## src/rtl/tone_cmd_pkg.sv

```systemverilog
// Shared types and constants for the serial tone-command receiver.
// Assumes a 2-bit index for each of the row and column tone groups.
package tone_cmd_pkg;

    localparam int CODE_W = 5;
    localparam int IDX_W  = 2;

    typedef struct packed {
        logic [IDX_W-1:0] row;
        logic [IDX_W-1:0] col;
        logic             row_on;
        logic             col_on;
        logic             off;
    } tone_req_t;

    localparam tone_req_t REQ_SILENT = '{row: '0, col: '0, row_on: 1'b0, col_on: 1'b0, off: 1'b1};

endpackage

```

## src/rtl/tone_cmd_sync.sv

```systemverilog
// Bank of two-flop synchronizers, one per input bit.
// Assumes the inputs are level signals held for several clk cycles.
// RST_VAL gives each bit's value after reset.
module tone_cmd_sync #(
    parameter int                N       = 3,
    parameter logic [N-1:0]      RST_VAL = '0
) (
    input  logic         clk,
    input  logic         rst_n,
    input  logic [N-1:0] d_async,
    output logic [N-1:0] d_sync
);

    genvar g;
    generate
        for (g = 0; g < N; g++) begin : g_bit
            logic meta_q, sync_q;
            // Two-stage capture of one asynchronous bit.
            always_ff @(posedge clk) begin
                if (!rst_n) begin
                    meta_q <= RST_VAL[g];
                    sync_q <= RST_VAL[g];
                end else begin
                    meta_q <= d_async[g];
                    sync_q <= meta_q;
                end
            end
            assign d_sync[g] = sync_q;
        end
    endgenerate

endmodule

```

## src/rtl/tone_cmd_shifter.sv

```systemverilog
// Assembles LSB-first commands of W bits, one bit per strobe.
// Raises done for one cycle together with the completed code.
// Assumes the strobe is a single-cycle pulse. A clear discards the partial command.
module tone_cmd_shifter #(
    parameter int W = 5
) (
    input  logic         clk,
    input  logic         rst_n,
    input  logic         clear,
    input  logic         strobe,
    input  logic         din,
    output logic         done,
    output logic [W-1:0] code
);

    localparam int CNT_W = $clog2(W);
    localparam logic [CNT_W-1:0] LAST = CNT_W'(W - 1);

    logic [CNT_W-1:0] cnt_q;
    logic [W-2:0]     part_q;

    // Count bits, shift toward the LSB and hand over the full command.
    always_ff @(posedge clk) begin
        if (!rst_n || clear) begin
            cnt_q  <= '0;
            part_q <= '0;
            done   <= 1'b0;
            code   <= '0;
        end else begin
            done <= 1'b0;
            if (strobe) begin
                if (cnt_q == LAST) begin
                    code  <= {din, part_q};
                    done  <= 1'b1;
                    cnt_q <= '0;
                end else begin
                    part_q <= {din, part_q[W-2:1]};
                    cnt_q  <= cnt_q + 1'b1;
                end
            end
        end
    end

endmodule

```

## src/rtl/tone_cmd_decode.sv

```systemverilog
// Combinational map from a 5-bit command to a tone request.
// valid is low for the unused codes 24..30.
module tone_cmd_decode
    import tone_cmd_pkg::*;
(
    input  logic [CODE_W-1:0] code,
    output logic              valid,
    output tone_req_t         req
);

    int unsigned k;

    // Select the page by the MSB, then decode the digit or the single tone.
    always_comb begin
        valid      = 1'b1;
        req        = REQ_SILENT;
        k          = 0;
        if (!code[CODE_W-1]) begin
            req.off    = 1'b0;
            req.row_on = 1'b1;
            req.col_on = 1'b1;
            unique case (code[3:0])
                4'd0:    begin req.row = 2'd3; req.col = 2'd3; end
                4'd10:   begin req.row = 2'd3; req.col = 2'd1; end
                4'd11:   begin req.row = 2'd3; req.col = 2'd0; end
                4'd12:   begin req.row = 2'd3; req.col = 2'd2; end
                4'd13, 4'd14, 4'd15:
                         begin req.row = IDX_W'(code[3:0] - 4'd13); req.col = 2'd3; end
                default: begin
                    k       = 32'(code[3:0]) - 1;
                    req.row = IDX_W'(k / 3);
                    req.col = IDX_W'(k % 3);
                end
            endcase
        end else if (code == 5'd31) begin
            req = REQ_SILENT;
        end else if (code[3]) begin
            valid = 1'b0;
        end else if (!code[2]) begin
            req.off    = 1'b0;
            req.row_on = 1'b1;
            req.row    = code[1:0];
        end else begin
            req.off    = 1'b0;
            req.col_on = 1'b1;
            req.col    = code[1:0];
        end
    end

endmodule

```

## src/rtl/tone_cmd_rx.sv

```systemverilog
// Top level: synchronizes the host link, detects falling serial-clock edges,
// assembles commands and holds the decoded tone request.
// Assumes the serial clock is much slower than clk (at least 8 clk cycles per phase).
module tone_cmd_rx
    import tone_cmd_pkg::*;
(
    input  logic             clk,
    input  logic             rst_n,
    input  logic             ce_n,
    input  logic             ser_clk,
    input  logic             ser_data,
    output logic [IDX_W-1:0] tone_row,
    output logic [IDX_W-1:0] tone_col,
    output logic             row_on,
    output logic             col_on,
    output logic             tone_off
);

    logic [2:0]        sync_w;
    logic              ce_hi, sclk_s, sdat_s, sclk_d, fall;
    logic              done;
    logic [CODE_W-1:0] code;
    logic              dec_valid;
    tone_req_t         dec_req, req_q;

    tone_cmd_sync #(.N(3), .RST_VAL(3'b011)) u_sync (
        .clk     (clk),
        .rst_n   (rst_n),
        .d_async ({ser_data, ser_clk, ce_n}),
        .d_sync  (sync_w)
    );
    assign ce_hi  = sync_w[0];
    assign sclk_s = sync_w[1];
    assign sdat_s = sync_w[2];

    // Delayed copy of the synchronized serial clock for edge detection.
    always_ff @(posedge clk) begin
        if (!rst_n) sclk_d <= 1'b1;
        else        sclk_d <= sclk_s;
    end
    assign fall = sclk_d & ~sclk_s;

    tone_cmd_shifter #(.W(CODE_W)) u_shift (
        .clk    (clk),
        .rst_n  (rst_n),
        .clear  (ce_hi),
        .strobe (fall),
        .din    (sdat_s),
        .done   (done),
        .code   (code)
    );

    tone_cmd_decode u_dec (
        .code  (code),
        .valid (dec_valid),
        .req   (dec_req)
    );

    // Hold the request: silent while disabled, updated on each valid command.
    always_ff @(posedge clk) begin
        if (!rst_n || ce_hi)        req_q <= REQ_SILENT;
        else if (done && dec_valid) req_q <= dec_req;
    end

    assign tone_row = req_q.row;
    assign tone_col = req_q.col;
    assign row_on   = req_q.row_on;
    assign col_on   = req_q.col_on;
    assign tone_off = req_q.off;

endmodule

```

## config.mk

```make
export PLATFORM = sky130hd
export DESIGN_NAME = tone_cmd_rx
export DESIGN_NICKNAME = d
export VERILOG_FILES = /design/src/rtl/tone_cmd_pkg.sv /design/src/rtl/tone_cmd_sync.sv /design/src/rtl/tone_cmd_shifter.sv /design/src/rtl/tone_cmd_decode.sv /design/src/rtl/tone_cmd_rx.sv
export SDC_FILE = /design/constraint.sdc
export NUM_CORES = 1
export LEC_CHECK = 0
export BUFFER_PORTS_ARGS = -buffer_cell sky130_fd_sc_hd__buf_2
export CORE_UTILIZATION = 45
export DETAILED_ROUTE_END_ITERATION = 6
export REMOVE_ABC_BUFFERS = 1
export SYNTH_ARGS = -nofsm -noshare
export SYNTH_HDL_FRONTEND = slang
export SYNTH_SLANG_ARGS = --single-unit
```

## constraint.sdc

```tcl
create_clock -name clk -period 3.4 [get_ports clk]
set_input_delay 0.34 -clock clk [delete_from_list [all_inputs] [get_ports clk]]
set_output_delay 0.34 -clock clk [all_outputs]
set_load 0.02 [all_outputs]
```

* Word-level counts from Yosys, hierarchy flattened *
Cells that the tools add are included.

storage, ports and cells
  output and inout bits = 7
  logic and storage cells = 54
  register bits after elaboration = 27

cells by class
  equality and inequality tests = 8
  mux-type cells = 13
  add/sub/neg operators = 3
  divide/modulo/power cells = 2
  bitwise gates (word level) = 4
  reduce and logical (&&, ||, !) cells = 8

operators with widths
  cell                   count
  $div 32x2->32 const B  1
  $mod 32x2->32 const B  1
  $eq 4x4->1 const B     6
  $mux 7                 3
  $pmux 4 s5             1
  $mux 1                 6
  $eq 5x5->1 const B     1
  $sub 4x1->5 const B    1
  $logic_not 4->1        1
  $mux 2                 2
  $reduce_and 2->1       2
  $add 3x1->3 const B    1
  $eq 3x3->1 const B     1
  $mux 3                 1
  $not 1->1              3
  $reduce_or 3->1        1
  $reduce_or 2->1        1
  $sub 2x1->2 const B    1
  $and 1x1->1            1
  $logic_and 1x1->1      1
  $logic_not 1->1        1
  $logic_or 1x1->1       1

* Depth between registers and ports, before layout *
  word-level depth = 4
  depth in mapped cells = 14

* Modules after synthesis *
A second synthesis with hierarchy kept.

unflattened totals
  cell total of the unflattened synthesis = 173
  area total of the unflattened synthesis = 1606.5 µm²

by module, submodules not included
  module            area an instance (µm²)  seq. area each (µm²)  times used  cells each
  tone_cmd_shifter  571.8                   260.2                 1           52
  tone_cmd_decode   516.7                   0.0                   1           73
  tone_cmd_rx       337.8                   160.2                 1           33
  tone_cmd_sync     180.2                   120.1                 1           15

* Worst setup path before layout *
OpenSTA, ideal clock, no wires.

  path kind = register to register
  from = reg u_shift.code[0]
  to = reg req_q (netlist bit tone_col[0])
  setup slack = 0.395 ns
  stages on the path, launching flop included = 14
  arrival = 2.947 ns
  data required time = 3.341 ns
  library setup time = 0.059 ns
  path buffers = 1
  cells stage by stage = dfxtp_1 -> buf_6 -> inv_1 -> ha_1 -> and2b_2 -> a31o_1 -> ha_1 -> a2111oi_4 -> xnor2_1 -> ha_1 -> a21o_1 -> or4b_2 -> o311a_1 -> nand2_1

between the ends
  word-level cells in the longest chain between the ends = 4
  elaborated cells between the ends (all ways) = 19
  classes of those cells = add/sub (1); div (1); eq/ne (7); mux (7); reduce/logical (3)

ends and longest elaborated chain
  element                                      line                                      source
  start: declaration                           tone_cmd_shifter.sv:13                    output logic [W-1:0] code
  start signal: assignment                     tone_cmd_shifter.sv:33                    code <= {din, part_q};
  $sub 4x1->5 (tied with other cells)          tone_cmd_decode.sv:30                     k = 32'(code[3:0]) - 1;
  $mod 32x2->32 (tied with other cells)        tone_cmd_decode.sv:32                     req.col = IDX_W'(k % 3);
  $pmux 4 s5 (tied with other cells)           tone_cmd_decode.sv:22                     unique case (code[3:0])
  $mux 7 or $logic_and 1x1->1 (tied branches)  tone_cmd_decode.sv:18, tone_cmd_rx.sv:62
  end signal: assignment                       tone_cmd_rx.sv:62                         else if (done && dec_valid) req_q <= dec_req;
  end: declaration                             tone_cmd_rx.sv:24                         tone_req_t dec_req, req_q;

Parallel ways exist; a longest one is shown, timed or not.
A chain may end at the register's enable or synchronous reset.

* Final worst setup path *
Same ends and word-level chain as after synthesis.

==> summary.md <==
| Metric | Value |
|---|---|
| Async SR Flop Fraction | `0%` |
| Number of hold buffers added after CTS | `0` |
| Rows | `20` |
| Post-route ant nets | `0` |
| Fin crit share | `91.0%` |
| CP Capture Type | `flip-flop` |
| Longest Clk Path Bufs | `2` |
| Post-synthesis sequential area ratio | `35.7%` |
| Nets | `203` |
| Seq cells post-synth | `27` |
| Die Wd | `60.0 um` |
| Clk_lat worst skew | `320 ps` |
| Slowest cell on crit path | `or4b_2` |
| Routability cong. | `0.893` |
| FMAX | `323 MHz` |
| Setup Fix Bufs, Post-CTS | `0` |
| Final WL | `2.98 mm` |
| Tot GR Track Use | `19.1%` |
| Worst Reg-to-Reg Cells | `12` |
| Setup TNS | `0 ps` |
| DR vias/cell | `5.39` |
| EDFF count, synth | `0` |
| P&R area growth vs syn | `7.84%` |
| Multi-input gate area | `880 sq um` |
| Setup ws final | `307 ps` |
| # DRC | `0` |
| Die Area | `3600 sq um` |
| Maximum vdd drop | `0.000164 V` |
| Vias | `1256` |
| First-pass GRT wire length | `5.11 mm` |
| ANT cells | `0` |
| Static Leak | `0.000653 uW` |
| Setup violators final | `0` |
| H-tree levels | `1` |
| Total power | `467 uW` |
| Critical path data arrival time | `3360 ps` |
| Initial antenna violation count | `0` |
| Required @ worst endpoint | `3670 ps` |
| Final hold vios | `0` |
| CP endpoint | `tone_col[0]` |
| IO buf count | `11` |
| Length of the first detailed-routing pass in iterations | `4` |
| Starting Density | `48.4%` |
| Fin. max-slew vios | `0` |
| Post-DP HPWL | `2.19 mm` |
| Register area | `543 sq um` |
| Number of max-cap violations | `0` |
| Reg2reg end | `tone_col[0]` |
| Most used cell, CP | `ha_1` |
| Clock skew | `11.4 ps` |
| CTS tree | `built` |
| R2r setup slk | `310 ps` |
| Worst path cell trace | `inv_1, ha_1, and2b_2, a31o_1, ha_1, a2111oi_4, xnor2_1, ha_1, a21o_1, or4b_2, o311a_1, nand2_1` |
| IO Count | `12` |
| Fin util | `52.2%` |
| Vias in the first global route | `1146` |
| RSZ-0062 raised after global routing | `false` |
| Total power density per cell area | `286 nW/um^2` |
| Die H | `60.0 um` |
| Pre-CTS setup slack | `264 ps` |
| Cts repair resizes | `0` |
| Mapped Area | `1520 sq um` |
| Status | `finished clean` |
| Drt wl/cell | `12.8 um` |
| Worst-margin pin slew | `520 ps` |
| Yosys warns | `0` |
| Crit Path Max Fanout | `7` |
| Layout cells sized above 1 | `15.9%` |
| Critical path type | `flip-flop to flip-flop` |
| Worst path max stage delay | `620 ps` |
| Worst-path clk slew | `130 ps` |
| CTS buffer count | `3` |
| Worst setup path startpoint | `u_shift.code[0]` |
| Core area | `3130 sq um` |
| Root Driver | `clkbuf_4` |
| Count of distinct cell types in the synthesized netlist | `46` |
| Largest net degree at the start of global routing | `16` |
| CP startpoint kind | `flip-flop` |
| Syn avg cell area | `8.51 sq um` |
| Iter 0 DRT Violations | `107` |
| Synth Instances | `178` |
| HP Class | `primary input to flip-flop` |
| Max_slew headroom | `65.3%` |
| Min cycle time layout | `3090 ps` |
| RR Startpoint | `u_shift.code[0]` |
| Congestion Overflow GR | `0` |
| Filler cell count | `301` |
| Top FF cell, synth | `dfxtp_1` |
| CTS Sinks | `27` |
[power by group]
group	switching (uW)	total (uW)	internal (uW)
Sequential	1.09	321	320
Combinational	6.24	12.0	5.75
Clock	88.3	134	45.8
[worst min-delay path by stage]
stage	start	end	slack [ps]	cells past startpoint
2_1_floorplan	u_sync.g_bit[0].meta_q	u_sync.g_bit[0].sync_q	390	1
3_3_place_gp	u_sync.g_bit[1].meta_q	u_sync.g_bit[1].sync_q	390	1
3_5_place_dp	u_sync.g_bit[0].meta_q	u_sync.g_bit[0].sync_q	400	1
4_1_cts	ce_n	u_sync.g_bit[0].meta_q	190	2
5_1_grt	ser_clk	u_sync.g_bit[1].meta_q	190	2
6_report	ce_n	u_sync.g_bit[0].meta_q	210	2
[metrics by stage]
step                cell area [sq um]  hold slack, ps  cells
finish                           1630             207    233
global route                     1630             189    233
CTS                              1630             192    233
detailed placement               1610             403    229
global placement                 1610             391    229
floorplan                        1450             386    168
[placed cells by master, fill, tap and decap left out, types with 2 or more instances in the layout]
cell type,count
buf_2,11
nor2b_1,3
nand2_1,11
inv_1,8
buf_4,6
dfxtp_1,25
a31oi_1,5
xnor2_1,2
nor2_1,27
ha_1,8
and2_1,2
o21ai_0,7
o31ai_1,2
or3_1,2
mux2i_1,9
a31o_1,2
nand2b_1,8
nand3b_1,3
clkbuf_4,3
a21oi_1,10
nand3_1,4
a21o_1,2
dfxtp_2,2
nor3_1,4
[synthesized netlist by cell type (2+ instances only)]
master	number	area [sq um]
a31oi_1	5	31.3
xnor2_1	2	17.5
ha_1	8	100
o21ai_0	7	35.0
a31o_1	2	17.5
a21oi_1	10	50.1
nand3b_1	3	22.5
mux2i_1	9	90.1
nand2_1	11	41.3
nor2b_1	3	18.8
nand3_1	4	20.0
nor2_1	27	101
nor3_1	4	20.0
clkbuf_1	5	18.8
a21o_1	2	15.0
buf_6	3	33.8
or3_1	2	12.5
o31ai_1	2	15.0
and2_1	2	12.5
dfxtp_1	27	541
inv_1	8	30.0
nand2b_1	8	50.1
[logic make-up after synthesis]
logic type | share of synthesized area [%]
fa+ha+maj | 6.61
simple gates | 24.0
mux | 5.95
flops | 35.7
compound gates | 19.7
xor+xnor | 1.73
buf+inv | 6.28
[layout make-up]
| class | instances | share of cell area [%] |
|---|---|---|
| Timing Repair Buffer | 17 | 6.13 |
| Multi-Input combinational cell | 133 | 53.8 |
| Tap cell | 44 | 3.37 |
| Inverter | 8 | 1.84 |
| Clock buffer | 4 | 1.61 |
| Sequential cell | 27 | 33.2 |
[critical path, delay by kind of cell (launching register included)]
family | cells | cell delay, ps
and+or+nand+nor | 3 | 880
AOI/OAI and AO/OA | 4 | 820
adders and majority gates | 3 | 650
DFF | 1 | 410
xor gates and xnor gates | 1 | 180
buffers and inverters | 1 | 100
[routing by layer]
metal	GRT usage, %	up-vias	wire (um)	part of all wire, %
met5	0	-	0	0
met4	6.98	0	55	1.8
met3	4.55	8	188	6.3
met2	29.8	41	1330	45
met1	25.5	559	1410	47
li1	-	648	-	-
[state kept, by name, indices dropped and copies added (netlist names)]
name / count
u_shift.code: 5
u_shift.part_q: 4
u_shift.cnt_q: 3
u_sync.g_bit.meta_q: 3
u_sync.g_bit.sync_q: 3
tone_col: 2
tone_row: 2
col_on: 1
row_on: 1
sclk_d: 1
tone_off: 1
u_shift.done: 1
(Power assumes the default switching activity.)
